--- src/rtl/uart_rx_pkg.sv ---
package uart_rx_pkg;
  typedef struct packed {
    logic push;
    logic pop;
  } fifoStrobes_t;
endpackage

--- src/rtl/uart_rx_store.sv ---
module uart_rx_store
  import uart_rx_pkg::*;
#(
  parameter int DEPTH  = 32,
  parameter int DATA_W = 16,
  localparam int PTR_W = $clog2(DEPTH),
  localparam int CNT_W = $clog2(DEPTH + 1)
) (
  input  logic              clk,
  input  logic              rstN,
  input  fifoStrobes_t      strobes,
  input  logic [DATA_W-1:0] wrData,
  output logic [DATA_W-1:0] headData,
  output logic [CNT_W-1:0]  count
);
  logic [DATA_W-1:0] mem [DEPTH];
  logic [PTR_W-1:0]  wrPtr, rdPtr;

  function automatic logic [PTR_W-1:0] nextPtr(input logic [PTR_W-1:0] p);
    return (p == PTR_W'(DEPTH - 1)) ? '0 : p + 1'b1;
  endfunction

  always_ff @(posedge clk) begin
    if (strobes.push) mem[wrPtr] <= wrData;
  end

  always_ff @(posedge clk or negedge rstN) begin
    if (!rstN) begin
      wrPtr <= '0;
      rdPtr <= '0;
      count <= '0;
    end else begin
      if (strobes.push) wrPtr <= nextPtr(wrPtr);
      if (strobes.pop)  rdPtr <= nextPtr(rdPtr);
      case ({strobes.push, strobes.pop})
        2'b10:   count <= count + 1'b1;
        2'b01:   count <= count - 1'b1;
        default: count <= count;
      endcase
    end
  end

  assign headData = (count == '0) ? '0 : mem[rdPtr];
endmodule

--- src/rtl/uart_rx_ctrl.sv ---
module uart_rx_ctrl
  import uart_rx_pkg::*;
#(
  parameter int DEPTH     = 32,
  parameter int CHAR_W    = 16,
  parameter int AGE_CHARS = 8,
  localparam int CNT_W = $clog2(DEPTH + 1),
  localparam int AC_W  = (AGE_CHARS > 1) ? $clog2(AGE_CHARS) : 1
) (
  input  logic              clk,
  input  logic              rstN,
  input  logic              pushValid,
  input  logic              popReq,
  input  logic [CNT_W-1:0]  count,
  input  logic [CNT_W-1:0]  trigLevel,
  input  logic [CHAR_W-1:0] charCycles,
  input  logic [2:0]        statusClr,
  output fifoStrobes_t      strobes,
  output logic              rxReady,
  output logic              ageFlag,
  output logic              overrunErr,
  output logic              overflowFlag
);
  logic isEmpty, isFull, doPop, doPush, dropPush;
  logic timerEligible, running, expire, ageDone;
  logic [CHAR_W-1:0] subCnt;
  logic [AC_W-1:0]   charCnt;

  assign isEmpty  = (count == '0);
  assign isFull   = (count == CNT_W'(DEPTH));
  assign doPop    = popReq && !isEmpty;
  assign doPush   = pushValid && (!isFull || doPop);
  assign dropPush = pushValid && isFull && !doPop;
  assign strobes  = '{push: doPush, pop: doPop};
  assign rxReady  = (count > trigLevel);

  // decision taken from the ready and empty flags
  assign timerEligible = !isEmpty && !rxReady && (charCycles != '0);
  assign running = timerEligible && !ageDone;
  assign expire  = running && (subCnt == CHAR_W'(charCycles - 1'b1))
                   && (charCnt == AC_W'(AGE_CHARS - 1));

  always_ff @(posedge clk or negedge rstN) begin
    if (!rstN) begin
      subCnt  <= '0;
      charCnt <= '0;
      ageDone <= 1'b0;
    end else if (doPush || doPop || !timerEligible) begin
      subCnt  <= '0;
      charCnt <= '0;
      ageDone <= 1'b0;
    end else if (running) begin
      if (subCnt == CHAR_W'(charCycles - 1'b1)) begin
        subCnt <= '0;
        if (charCnt == AC_W'(AGE_CHARS - 1)) begin
          charCnt <= '0;
          ageDone <= 1'b1;
        end else begin
          charCnt <= charCnt + 1'b1;
        end
      end else begin
        subCnt <= subCnt + 1'b1;
      end
    end
  end

  always_ff @(posedge clk or negedge rstN) begin
    if (!rstN) begin
      ageFlag      <= 1'b0;
      overrunErr   <= 1'b0;
      overflowFlag <= 1'b0;
    end else begin
      if (expire)            ageFlag <= 1'b1;
      else if (statusClr[0]) ageFlag <= 1'b0;
      if (dropPush)          overrunErr <= 1'b1;
      else if (statusClr[1]) overrunErr <= 1'b0;
      if (dropPush)          overflowFlag <= 1'b1;
      else if (statusClr[2]) overflowFlag <= 1'b0;
    end
  end
endmodule

--- src/rtl/uart_rx_buffer.sv ---
module uart_rx_buffer
  import uart_rx_pkg::*;
#(
  parameter int DEPTH     = 32,
  parameter int DATA_W    = 16,
  parameter int CHAR_W    = 16,
  parameter int AGE_CHARS = 8,
  localparam int CNT_W = $clog2(DEPTH + 1)
) (
  input  logic              clk,
  input  logic              rstN,
  input  logic              pushValid,
  input  logic [DATA_W-1:0] pushData,
  input  logic              popReq,
  output logic [DATA_W-1:0] popData,
  output logic              popValid,
  input  logic [CNT_W-1:0]  trigLevel,
  input  logic [CHAR_W-1:0] charCycles,
  input  logic              ageIrqEn,
  input  logic              rdyIrqEn,
  input  logic [2:0]        statusClr,
  output logic [CNT_W-1:0]  level,
  output logic              rxReady,
  output logic              ageFlag,
  output logic              overrunErr,
  output logic              overflowFlag,
  output logic              irq
);
  fifoStrobes_t strobes;

  uart_rx_ctrl #(.DEPTH(DEPTH), .CHAR_W(CHAR_W), .AGE_CHARS(AGE_CHARS)) u_ctrl (
    .clk(clk), .rstN(rstN), .pushValid(pushValid), .popReq(popReq),
    .count(level), .trigLevel(trigLevel), .charCycles(charCycles),
    .statusClr(statusClr), .strobes(strobes), .rxReady(rxReady),
    .ageFlag(ageFlag), .overrunErr(overrunErr), .overflowFlag(overflowFlag)
  );

  uart_rx_store #(.DEPTH(DEPTH), .DATA_W(DATA_W)) u_store (
    .clk(clk), .rstN(rstN), .strobes(strobes), .wrData(pushData),
    .headData(popData), .count(level)
  );

  assign popValid = (level != '0);
  assign irq = (ageFlag && ageIrqEn) || (rxReady && rdyIrqEn);
endmodule

--- config.mk ---
export PLATFORM = sky130hd
export DESIGN_NAME = uart_rx_buffer
export DESIGN_NICKNAME = d
export VERILOG_FILES = /design/src/rtl/uart_rx_pkg.sv /design/src/rtl/uart_rx_store.sv /design/src/rtl/uart_rx_ctrl.sv /design/src/rtl/uart_rx_buffer.sv
export SDC_FILE = /design/constraint.sdc
export NUM_CORES = 1
export LEC_CHECK = 0
export ABC_AREA = 1
export BUFFER_PORTS_ARGS = -buffer_cell sky130_fd_sc_hd__buf_2
export CORE_MARGIN = 10
export CORE_UTILIZATION = 30
export DETAILED_ROUTE_END_ITERATION = 8
export PLACE_DENSITY = 0.44
export RECOVER_POWER = 25
export SYNTH_ARGS = -nofsm -noshare
export SYNTH_HDL_FRONTEND = slang
export SYNTH_SLANG_ARGS = --single-unit
--- constraint.sdc ---
create_clock -name clk -period 4.7 [get_ports clk]
set_clock_uncertainty 0.2 [all_clocks]
set_input_delay 0.705 -clock clk [delete_from_list [all_inputs] [get_ports clk]]
set_output_delay 0.705 -clock clk [all_outputs]
set_load 0.01 [all_outputs]
==> results.md, run 1 <==
Status:
- The flow ran to the end, but the final reports show violations.
- The checks that failed: capacitance limit, slew limit.

Global route:
- Entering global routing, the biggest net connects 144 pins.
- Across every metal layer, demand over resource in global routing totals 14.8%.
- The via count of the first global-routing pass is 15100.
- For met1 alone, demand over resource in global routing was 19.5%.
- Global routing consumed, on the met3 layer, 2.42% of the routing resources.
- The first-pass GRT wire length is 101 mm.
- Global routing finished with a remaining overflow of 0.
- The global routing stage identified its most utilized layer as met2.
- The met2 track demand over resource in global routing is 25.3%.
- The initial antenna violation count is 5.

STA:
- The post-route minimum period is 4180 ps.
- The number of max-slew violations in the final report is 297.
- Timing would allow up to 0.239 GHz.
- The slew at the pin closest to its max-slew limit is 1690 ps.
- The number of hold violations in the final report is 0.
- Setup violations remaining at the end of the flow were counted as 0.
- After layout, the worst path uses 89.0% of the clock period.
- The worst max-slew margin expressed relative to the limit is -12.5%.
- Setup repair after global routing left no endpoint under its margin.
- Summed over all failing endpoints, the final setup total negative slack is 0 ps.

Routing:
- Once detail routing completed, the nets flagged for antenna violations numbered 0.
- The routed length per placed instance is 21.9 um.
- The detailed router finished its first iteration with 1041 violations.
- The total via count in the routed design is 15500.
- The pre-antenna-repair detailed-routing pass consisted of 5 iterations.
- The total detailed-routing wirelength is 68.1 mm.
- The number of vias per cell after detailed routing is 4.97.
- After detailed routing, the number of remaining DRC violations is 0.

Setup path:
- The most critical setup path has its startpoint at u_store.rdPtr[1].
- The launch point of the worst reg-to-reg path is u_store.count[0].
- The worst endpoint required time is 3800 ps.
- The endpoint arrival time on the critical path is 3280 ps.
- Measured in cells, the most critical reg-to-reg path has a length of 16.
- The critical path in this run is classified as reg2out.
- STA classifies the critical path endpoint as a primary output.
- In this run the critical register-to-register path is captured at u_store.count[5].
- The critical path capture point is popData[6].
- The reg-to-reg setup timing slack is 1180 ps.
- The delay of the slowest cell on the worst path is 760 ps.
- In this run the worst path has a maximum fanout of 66.
- Walking the worst path, the cells encountered are buf_4 > o21ai_0 > o22ai_1 > o211ai_1 > nand3_1 > nand2_1 > a31oi_1 > buf_2.
- The master of the slowest instance on the critical path is sky130_fd_sc_hd__buf_4.
- The startpoint type of the worst setup path is a flop.

Power:
- The internal power of the cells totals 9.58 mW.
- Power spread over the standard cell area amounts to 555 nW/um^2.
- The switching power is 5.34 mW.
- For this design the static power due to leakage is 9.10 nW.
- Summing internal, switching and leakage power gives 14.9 mW.
- The combinational cell fraction of total power is 31.0%.
- The portion of total power attributed to the clock network is 29.7%.
- Net switching is 35.8% of the power.
- The sequential power share is 39.3%.
- The peak supply drop is 454 uV.

Placed design:
- The detailed placer's ending HPWL is 39.5 mm.
- The final weighted congestion in routability-driven placement is 0.796.
- The number of buffers inserted by port buffering is 74.

Final layout:
- From synthesis to final layout, the design area changed by 15.4%.
- The layout has 7584 filler cells.
- The sequential cell area is 16400 um^2.
- The net count of the finished layout is 2100.
- Leaving out fill and tap cells, the most frequent cell in the layout is sky130_fd_sc_hd__edfxtp_1.
- Summing all multi-input logic gate instances after layout gives 6240 um^2.
- The share of post-route cells with drive strength above 1 is 11.5%.
- In the layout the commonest cells are 512 x sky130_fd_sc_hd__edfxtp_1, 375 x sky130_fd_sc_hd__nor2_1, 277 x sky130_fd_sc_hd__o21ai_0.

Clock network:
- The cell at the root of the clock tree is sky130_fd_sc_hd__clkbuf_16.
- The number of buffers inserted by hold repair at cts is 0.
- The H-tree was split into 2 levels.
- The clock latency on the worst-skew pair is 620 ps.
- Post-CTS repair changed the size of 0 cells.
- Buffers added to address setup during post-CTS repair amount to 0.
- The buffer levels on the longest clock path is 3.
- The CTS tree is built.
- Clock-pin slew was measured on the worst setup and hold paths at 60 ps.
- The tree built by TritonCTS fans out to 551 sinks.
- TritonCTS created 59 clock buffers.

Die:
- The die is 299 um tall.
- The core region area is 77200 um^2.
- The horizontal die dimension is 299 um.
- The die covers 89300 um^2.
- The number of core rows is 102.
- The initial utilization of the core area, before any placement, comes to 30.2%.
- Pin placement for this block handled 75 I/O pins.

Synth:
- The cell count after synthesis came out at 1952.
- The fraction of synthesized cell area taken by the top area cell type is 65.9%.
- The net count after synthesis is 2024.
- The synthesized design contains 551 register bits.
- Of all cell types, the one taking the most synthesized area is sky130_fd_sc_hd__edfxtp_1.
- Sorting the synthesized cells by area gives the leading types as sky130_fd_sc_hd__edfxtp_1 66%, sky130_fd_sc_hd__nor2_1 6.2%, sky130_fd_sc_hd__o21ai_0 5.9%.
- Counting distinct cell types in the post-synthesis netlist gives 37.
- The Yosys warning count is 0.
- The mean cell area of the mapped netlist is 11.9 um^2.
- The fraction of the yosys area taken by sequential cells is 70.1%.
- The post-synthesis instance area is 23300 um^2.

Flow run:
- The count of maximum capacitance violations is 11.

Min path:
- The path class of the tightest hold or removal check is in2async.
[cell type report]
class / count / share of cell area (%)
Sequential cell: 551 / 60.8
Multi-Input combinational cell: 1206 / 23.2
Clock buffer: 74 / 5.78
Tap cell: 1040 / 4.84
Timing Repair Buffer: 128 / 3.20
Inverter: 82 / 1.19
Clock inverter: 33 / 0.977
Antenna cell: 1 / 0.00930
[how the worst min path moves through the flow]
stage	start	end	slack [ps]	cells past startpoint
after CTS	statusClr[1]	u_ctrl.overrunErr	40	2
after detailed placement	u_ctrl.charCnt[2]	u_ctrl.charCnt[2]	280	2
after floorplan	rstN	u_ctrl.ageDone	210	0
final	rstN	u_ctrl.subCnt[15]	50	1
after global routing	statusClr[0]	u_ctrl.ageFlag	60	2
after global placement	u_ctrl.charCnt[1]	u_ctrl.charCnt[1]	270	2
[power by group through the flow]
stage,logic [mW],clock network [mW],registers [mW]
final,4.63,4.43,5.86
after CTS,4.69,4.55,5.86
after floorplan,2.84,0,5.86
after global placement,4.66,0,5.96
after detailed placement,4.67,0,5.96
after global routing,5.11,4.75,5.89
[routing by layer]
metal / up-vias / wire [um]
met5: - / 29
met4: 4 / 1290
met3: 91 / 3250
met2: 339 / 33400
met1: 7758 / 30200
li1: 7274 / -
[flip-flops by register name, summed over array words and instances (netlist names)]
name                 count
u_store.count            6
u_ctrl.subCnt           16
u_ctrl.overflowFlag      1
u_ctrl.overrunErr        1
u_ctrl.ageDone           1
u_store.mem            512
u_store.rdPtr            5
u_store.wrPtr            5
u_ctrl.ageFlag           1
u_ctrl.charCnt           3
[through the flow]
stage / hold slack, ps / setup WS (ps) / cell area (um^2) / utilization [%] / std cells
after global routing: 63.8 / 308 / 26900 / 34.8 / 3114
after CTS: 36.4 / 509 / 26900 / 34.9 / 3114
after global placement: 266 / 1140 / 25100 / 32.5 / 3007
final: 47.1 / 518 / 26900 / 34.8 / 3115
after detailed placement: 279 / 1140 / 25100 / 32.5 / 3007
after floorplan: 209 / 1820 / 23300 / - / 1952
[critical path: cells and delay by family, from the launching register on]
kind / cells / cell delay (ps)
flip-flops: 1 / 390
AND/OR/NAND/NOR: 2 / 360
AO/OA/AOI/OAI: 4 / 920
buffers and inverters: 2 / 980
[kinds of logic after synthesis]
logic type / after synthesis / synth area share [%]
AOI/OAI and AO/OA: 500 / 12.6
xor gates and xnor gates: 22 / 0.826
buffers and inverters: 195 / 3.34
adders and majority gates: 25 / 1.37
and+or+nand+nor: 659 / 11.7
DFF: 551 / 70.1
[synthesized netlist by cell type, drive strengths merged]
library cell	n
and2	1
nor4	2
edfxtp	512
o22ai	66
clkbuf	86
o211ai	128
o21bai	4
nor2	401
inv	79
nor3	14
xnor2	6
ha	24
o21ai	277
nand4	17
xor2	16
or2	4
dfrtp	39
nand3b	2
nand3	64
a21oi	6
fa	1
clkinv	3
a31oi	18
buf	27
a22o	1
nand2	154
Power figures use the tool's default switching activity.
==> run 2, diff against run 1 <==
Settings changed: CORE_UTILIZATION 30 to 50, PLACE_DENSITY 0.44 to 0.66.
==> run 2 against run 1 <==
Compared with the run above:
- the run still ends with capacitance limit, slew limit left
- clock power down 8.1%
- via count down 0.51%
- sequential share of layout area is 1.9 points higher
- non-clock buffer count fell by 6
- maximum frequency shrank 5.4%
- sequential cell count is the same
- critical path type unchanged
- largest power group unchanged
==> results.md, run 2 (synthesis results as in run 1) <==
Final layout:
- The footprint of the multi-input gates is 6200 um^2.
- In the layout the commonest cells are 512 x sky130_fd_sc_hd__edfxtp_1, 388 x sky130_fd_sc_hd__nor2_1, 277 x sky130_fd_sc_hd__o21ai_0.
- The final non-filler cell area is 26100 um^2.
- Fill cells in the final layout number 3771.
- The largest registers in the layout are u_store.mem x512, u_ctrl.subCnt x16, u_store.count x6.
- Counting flops per register, the top entry is u_store.mem.
- The register with the most flip-flops in the layout has 512 of them.
- For this run, the number of standard cells in the final layout without fillers is 2667.
- The relative area change from synthesis to final layout is 11.8%.
- The share of post-route cells with drive strength above 1 is 11.0%.
- Summing all flip-flop and latch instances after layout gives 16400 um^2.
- The final net count is 2088.
- Leaving out fill and tap cells, the most frequent cell in the layout is sky130_fd_sc_hd__edfxtp_1.
- The number of antenna diodes in the final layout is 0.

Setup path:
- STA classifies the critical path endpoint as a primary output.
- STA puts the critical path data arrival time at 3520 ps.
- For this design, the slowest cell found on the critical path is sky130_fd_sc_hd__dfrtp_4.
- In this run the worst path has a maximum fanout of 173.
- On the critical path the largest part of the delay comes from compound AO/OA/AOI/OAI gates.
- The number of buffers and inverters on the critical path is 2.
- Traced cell by cell, the critical path runs through buf_12 > o21ai_0 > o22ai_1 > o211ai_1 > nand3_1 > nand2_1 > a31oi_1 > buf_2.
- The type of the worst setup path is reg2out.
- The startpoint type of the worst setup path is a flop.
- On the worst path, the slowest cell contributes a delay of 780 ps.
- STA puts the critical path data required time at 3800 ps.

STA:
- The number of max-slew violations in the final report is 297.
- Setup violations remaining at the end of the flow were counted as 0.
- The maximum clock rate is 0.226 GHz.
- Setup repair after global routing left no endpoint under its margin.
- The final period utilization is 94.1%.
- The worst max-slew margin expressed relative to the limit is -14.4%.
- The number of hold violations in the final report was 0.
- The final sum of negative setup slack is 0 ps.
- The slew at the pin closest to its max-slew limit is 1720 ps.
- The post-route minimum period is 4420 ps.
- The final hold slack is 65.0 ps.

Die:
- The number of core rows is 79.
- The die covers 55700 um^2.
- From bottom edge to top edge, the die measures 236 um.
- For this configuration, the core starts out at a cell density of 50.3%.
- The core region is 46400 um^2.
- The I/O pin total is 75.
- The horizontal die dimension is 236 um.

Clock network:
- CTS placed an instance of sky130_fd_sc_hd__clkbuf_16 at the clock tree root.
- The number of buffers added for setup after CTS is 0.
- The clock reaches the later pin of the worst-skew pair after 600 ps.
- The tree built by TritonCTS fans out to 551 sinks.
- The clock passes through at most 3 buffers.
- The total of cells resized after clock tree synthesis is 0.
- The clock buffer count from CTS is 53.
- The CTS tree is built.
- The clock-pin slew on the worst setup and hold paths is 60 ps.
- The number of buffers inserted by hold repair at cts is 0.
- The H-tree depth is 2.

Global route:
- Global routing finished with a remaining overflow of 0.
- The via count of the first global-routing pass is 14900.
- The initial antenna violation count is 1.
- The global-route usage over all layers is 20.1%.
- The first global-routing pass estimated 87.3 mm of wire.
- Entering global routing, the biggest net connects 174 pins.

Power:
- The total power density per cell area is 548 nW/um^2.
- Across the VDD grid, the largest voltage drop is 551 uV.
- In this run the static leakage power is 9.00 nW.

Routing:
- The remaining antenna violation count is 0.
- The detailed-route DRC error count is 0.
- The routed length per placed instance is 21.5 um.
- The detailed-routing iteration count for the pre-antenna-repair pass is 6.
- Summed over all layers, the routed wires come to 57.4 mm.
- The number of vias per cell after detailed routing is 5.77.
- Across all layers, the routed design uses 15400 vias.
- The number of design-rule violations left by the first detailed-router iteration is 1763.

Placed design:
- After detailed placement, the design holds a cell count of 2568.
- The detailed placer's ending HPWL is 32.7 mm.
- The final weighted congestion in routability-driven placement is 0.891.
- In this run the cell area measured after placement is 24400 um^2.
- The number of buffers inserted by port buffering is 74.

Status:
- The run finished, with violations left.
- The final reports fail on capacitance limit, slew limit.

Flow run:
- Max-cap violations in this run came to 9.

Min path:
- The type of the most critical hold path is in2async.
run 2: cell types whose count changed in the layout (fill, tap and decap cells not counted), moves of 2 or more:
cell,before,now
sky130_fd_sc_hd__nor2_1,375,388
sky130_fd_sc_hd__nor2_2,25,12
sky130_fd_sc_hd__clkinv_1,24,14
sky130_fd_sc_hd__clkinv_2,3,12
sky130_fd_sc_hd__clkbuf_16,60,53
sky130_fd_sc_hd__clkbuf_1,26,21
sky130_fd_sc_hd__buf_12,8,4
sky130_fd_sc_hd__clkbuf_8,0,4
sky130_fd_sc_hd__buf_4,46,44
run 2: cell type report:
cell class              instances  share of cell area, %
clock buffers                  67                   5.44
clock inverters                32                  0.926
inverters                      82                   1.23
multi-input cells            1206                   23.8
flip-flops and latches        551                   62.7
well taps                     607                   2.91
repair buffers                122                   2.94
run 2: final timing paths:
| check | startpoint | cells past startpoint | slack [ps] | endpoint |
|---|---|---|---|---|
| worst min-delay path | rstN | 1 | 60 | u_ctrl.overflowFlag |
| min in group clk | statusClr[0] | 2 | 100 | u_ctrl.ageFlag |
| worst max-delay path | u_store.rdPtr[0] | 8 | 280 | popData[2] |
| max in group asynchronous | rstN | 1 | 3540 | u_store.rdPtr[0] |
| worst max register to register | u_store.count[0] | 16 | 1020 | u_store.count[5] |
| worst min register to register | u_ctrl.charCnt[1] | 2 | 290 | u_ctrl.charCnt[1] |
run 2: worst register-to-register path: cells and delay by family, from the launching register on:
family	cells	cell delay (ps)
flops	1	420
simple gates	8	1300
buf+inv	2	420
fa+ha+maj	2	690
xor+xnor	1	150
compound gates	3	430
run 2: report_power, final:
part	leakage, nW	internal [mW]	switching [mW]
clock	0.818	2.30	1.77
sequential	5.12	5.66	0.303
combinational	3.06	1.32	2.93
run 2: per-stage QoR:
stage,util [%],setup WS (ps),power [mW]
final,56.2,278,14.3
after global routing,56.2,18.9,15.0
after CTS,56.3,298,14.3
after detailed placement,52.7,967,10.3
after global placement,52.7,915,10.2
after floorplan,-,1820,8.70
run 2: routing by layer:
| metal | GRT usage [%] | share of wire [%] |
|---|---|---|
| met5 | 0 | 0.017 |
| met4 | 6.86 | 2.7 |
| met3 | 3.37 | 6.7 |
| met2 | 33.7 | 49 |
| met1 | 25.9 | 41 |
==> run 3, diff against run 2 <==
Settings changed: SYNTH_HIERARCHICAL from default to 1.
==> run 3 against run 2 <==
Compared with the run above:
- the flow still finishes with violations (capacitance limit, slew limit)
- power up 10%
- clock-buffer cell count down 4
- synthesized area rose by 5.2%
- sequential cell count unchanged
- core utilization fell by 0.093 points
- first-iteration DRC count rose by 2.1%
- die area increased by 4.8%
==> results.md, run 3 <==
Status:
- The run finished, with violations left.
- The checks that failed: capacitance limit, slew limit.

Setup path:
- In this run the register-to-register setup slack is 1380 ps.
- The worst setup path is launched from a flop.
- Of all nets on the critical path, the largest fanout is 99.
- The endpoint arrival time on the critical path is 3320 ps.
- By startpoint and endpoint, the worst setup path is classified as reg2out.
- The worst endpoint required time is 3800 ps.
- The worst setup path is captured at a primary output.

Synth:
- Synthesis inferred 551 register bits.
- The mean cell area of the mapped netlist is 10.0 um^2.
- By instance count, the leading cell after synthesis is sky130_fd_sc_hd__nand2_1.
- The fraction of synthesized cell area taken by the top area cell type is 62.7%.
- The leading register cell type out of synthesis is sky130_fd_sc_hd__edfxtp_1.
- The number of nets in the synthesized netlist is 2516.
- The fraction of registers with async set/reset is 7.08%.
- The biggest area contributor in the post-synthesis netlist is sky130_fd_sc_hd__edfxtp_1.
- The number of cells produced by synthesis is 2449.
- By area the synthesized netlist is led by sky130_fd_sc_hd__edfxtp_1 63%, sky130_fd_sc_hd__nand2_1 12%, sky130_fd_sc_hd__nor2_1 5.8%.
- The count of flip-flops with a built-in enable after synthesis is 512.
- The synthesized netlist contains 35 unique library cells.
- By count the netlist is led by 813 x sky130_fd_sc_hd__nand2_1, 512 x sky130_fd_sc_hd__edfxtp_1, 380 x sky130_fd_sc_hd__nor2_1.
- The share of the Yosys chip area taken by registers is 66.7%.
- The post-synthesis instance area is 24500 um^2.
- The Yosys warning count is 6.

Die:
- The horizontal die dimension is 242 um.
- In this run the core area contains 81 standard-cell rows.
- The I/O pin total is 75.
- The die covers 58300 um^2.
- The initial utilization of the core area, before any placement, comes to 50.3%.
- In this run the vertical extent of the chip is 242 um.
- The core region area is 48700 um^2.

Placed design:
- The number of buffers inserted by port buffering is 74.
- The final weighted congestion in routability-driven placement is 0.862.
- Detailed placement finished with a half-perimeter wire length of 36.8 mm.

Power:
- The peak supply drop is 512 uV.
- The switching power is 5.97 mW.
- The total power density per cell area is 575 nW/um^2.
- The internal power of the cells totals 9.78 mW.
- Net switching is 37.9% of the power.
- The analysis attributes to cell leakage a power of 10.9 nW.
- The share of total power dissipated in sequential elements is 37.7%.
- The clock network burns 27.8% of the power.
- Combinational cells account for 34.6% of the total power.

Final layout:
- The number of flip-flops under the largest register name is 512.
- The footprint of the multi-input gates is 7030 um^2.
- The share of post-route cells with drive strength above 1 is 8.08%.
- Across the whole layout, storage elements account for 16400 um^2.
- The final net count is 2584.
- The layout filler cell count is 4120.
- The library cell used most frequently in the layout, excluding fill and tap cells, is sky130_fd_sc_hd__nand2_1.
- The register with the most flip-flops is u_store/mem.
- The library cells used most frequently in the layout, excluding fill and tap cells, are 813 x sky130_fd_sc_hd__nand2_1, 512 x sky130_fd_sc_hd__edfxtp_1, 380 x sky130_fd_sc_hd__nor2_1.
- In the final layout, the registers with the most flip-flops are u_store/mem x512, u_ctrl/subCnt x16, u_store/count x6.
- For this run, the share of the core covered by cells in the final layout is 56.1%.
- The relative area change from synthesis to final layout is 11.6%.

STA:
- Setup repair after global routing left no endpoint under its margin.
- The tightest hold path in the finished design has a slack of 86.3 ps.
- The final count of negative-setup-slack endpoints is 0.
- The final period utilization is 89.9%.
- For the pin with the worst max-slew slack, the measured transition is 2260 ps.
- The number of max-slew violations in the final report was 370.
- For the finished layout, the period the worst path requires is 4230 ps.
- Measured against its own limit, the worst slew margin works out to -50.9%.
- The final sum of negative setup slack is 0 ps.
- The number of hold violations in the final report is 0.
- The maximum clock rate is 0.237 GHz.

Routing:
- The pre-antenna-repair detailed-routing pass consisted of 5 iterations.
- After detailed routing, the number of remaining DRC violations is 0.
- The total via count in the routed design is 17500.
- The final layout contains routed wiring with a total length of 63.6 mm.
- The detail route stage leaves a number of antenna-violating nets equal to 0.
- The routed length per placed instance is 19.7 um.
- For this block, the initial DRC count from the detailed router was 1800.
- The number of vias per cell after detailed routing is 5.43.

Clock network:
- The number of buffers added for setup after CTS is 0.
- The number of buffers inserted by hold repair at cts is 0.
- For this design, the sink count on the clock tree is 551.
- The clock buffer count from CTS is 55.
- The cell at the root of the clock tree is sky130_fd_sc_hd__clkbuf_16.
- The H-tree generated during clock tree synthesis spans 2 levels.
- The total of cells resized after clock tree synthesis is 0.
- TritonCTS built the clock tree.
- Clock-pin slew was measured on the worst setup and hold paths at 60 ps.
- The clock latency on the worst-skew pair is 610 ps.
- The longest clock path from root to sink contains 3 buffers.

Global route:
- The via count of the first global-routing pass is 16800.
- Entering global routing, the biggest net connects 146 pins.
- The aggregate global routing overflow is 0.
- In the global route stage, overall resource usage came out at 21.2%.
- The first-pass GRT wire length is 97.1 mm.
- The initial antenna violation count was 2.

Min path:
- The type of the most critical hold path is in2reg.

Flow run:
- The count of maximum capacitance violations is 11.
## run 3: cell count changes after synthesis, sizes merged, moves of 56 or more
cell / before / now
buf: 27 / 83
inv: 79 / 138
nand2: 154 / 815
nand3: 64 / 247
o211ai: 128 / 0
o21ai: 277 / 95
o22ai: 66 / 1
## run 3: path summary, 6_finish.rpt
kind                                   start           endpoint  cells past startpoint
setup / recovery            u_store/rdPtr[0]        popData[15]                     11
hold / removal                  statusClr[0]     u_ctrl/ageFlag                      2
setup reg to reg            u_store/count[4]   u_store/count[4]                     16
hold reg to reg            u_ctrl/charCnt[1]  u_ctrl/charCnt[1]                      2
max in group asynchronous               rstN   u_store/rdPtr[0]                      1
min in group asynchronous               rstN   u_store/count[3]                      1
## run 3: logic make-up (layout without fill, tap and decap cells)
kind of cell,Yosys count,count (layout),synth area share (%)
other,0,3,0
adder cells (fa/ha/maj),20,20,1.02
buffers and inverters,255,367,4.68
flip-flops,551,551,66.7
XOR/XNOR,17,17,0.607
AND/OR/NAND/NOR,1482,1482,24.4
AO/OA/AOI/OAI,124,124,2.60
## run 3: critical path, stage by stage (launching register included)
cell and delay (ps):
sky130_fd_sc_hd__dfrtp_4 530, sky130_fd_sc_hd__inv_6 560, sky130_fd_sc_hd__buf_4 360, sky130_fd_sc_hd__nand2_1 80
sky130_fd_sc_hd__nand2_1 70, sky130_fd_sc_hd__nand2_1 50, sky130_fd_sc_hd__nand3_1 100, sky130_fd_sc_hd__nand3_1 170
sky130_fd_sc_hd__nand2_1 150, sky130_fd_sc_hd__nand2_1 60, sky130_fd_sc_hd__nor2_1 290, sky130_fd_sc_hd__buf_2 200
## run 3: per-stage QoR
| stage | setup WS, ps | std cells | power (mW) | area [um^2] |
|---|---|---|---|---|
| finish | 474 | 3228 | 15.8 | 27400 |
| global route | 276 | 3225 | 16.6 | 27400 |
| detailed placement | 1140 | 3124 | 11.4 | 25600 |
| CTS | 475 | 3225 | 15.8 | 27400 |
| floorplan | 1660 | 2449 | 9.59 | 24500 |
| global placement | 1140 | 3124 | 11.3 | 25600 |
## run 3: layer usage
layer  part of all wire, %  global-route usage (%)  vias to the layer above
met5                 0.020                       0                        -
met4                   2.5                    6.74                        2
met3                   8.6                    4.42                      101
met2                    46                    33.8                      712
met1                    43                    28.7                     8451
li1                      -                       -                     8263
## run 3: area by class of cell
| class | instances | area share (%) |
|---|---|---|
| Inverter | 140 | 1.95 |
| Clock inverter | 38 | 1.35 |
| Sequential cell | 551 | 59.8 |
| Tap cell | 664 | 3.04 |
| Antenna cell | 3 | 0.0274 |
| Timing Repair Buffer | 126 | 2.96 |
| Clock buffer | 63 | 5.22 |
| Multi-Input combinational cell | 1643 | 25.7 |
## run 3: power by group through the flow
stage	sequential (mW)	combinational (mW)	clock, mW
after floorplan	5.91	3.68	0
after detailed placement	6.03	5.37	0
after global routing	5.97	6.03	4.63
after global placement	6.01	5.31	0
final	5.93	5.45	4.37
after CTS	5.93	5.40	4.43
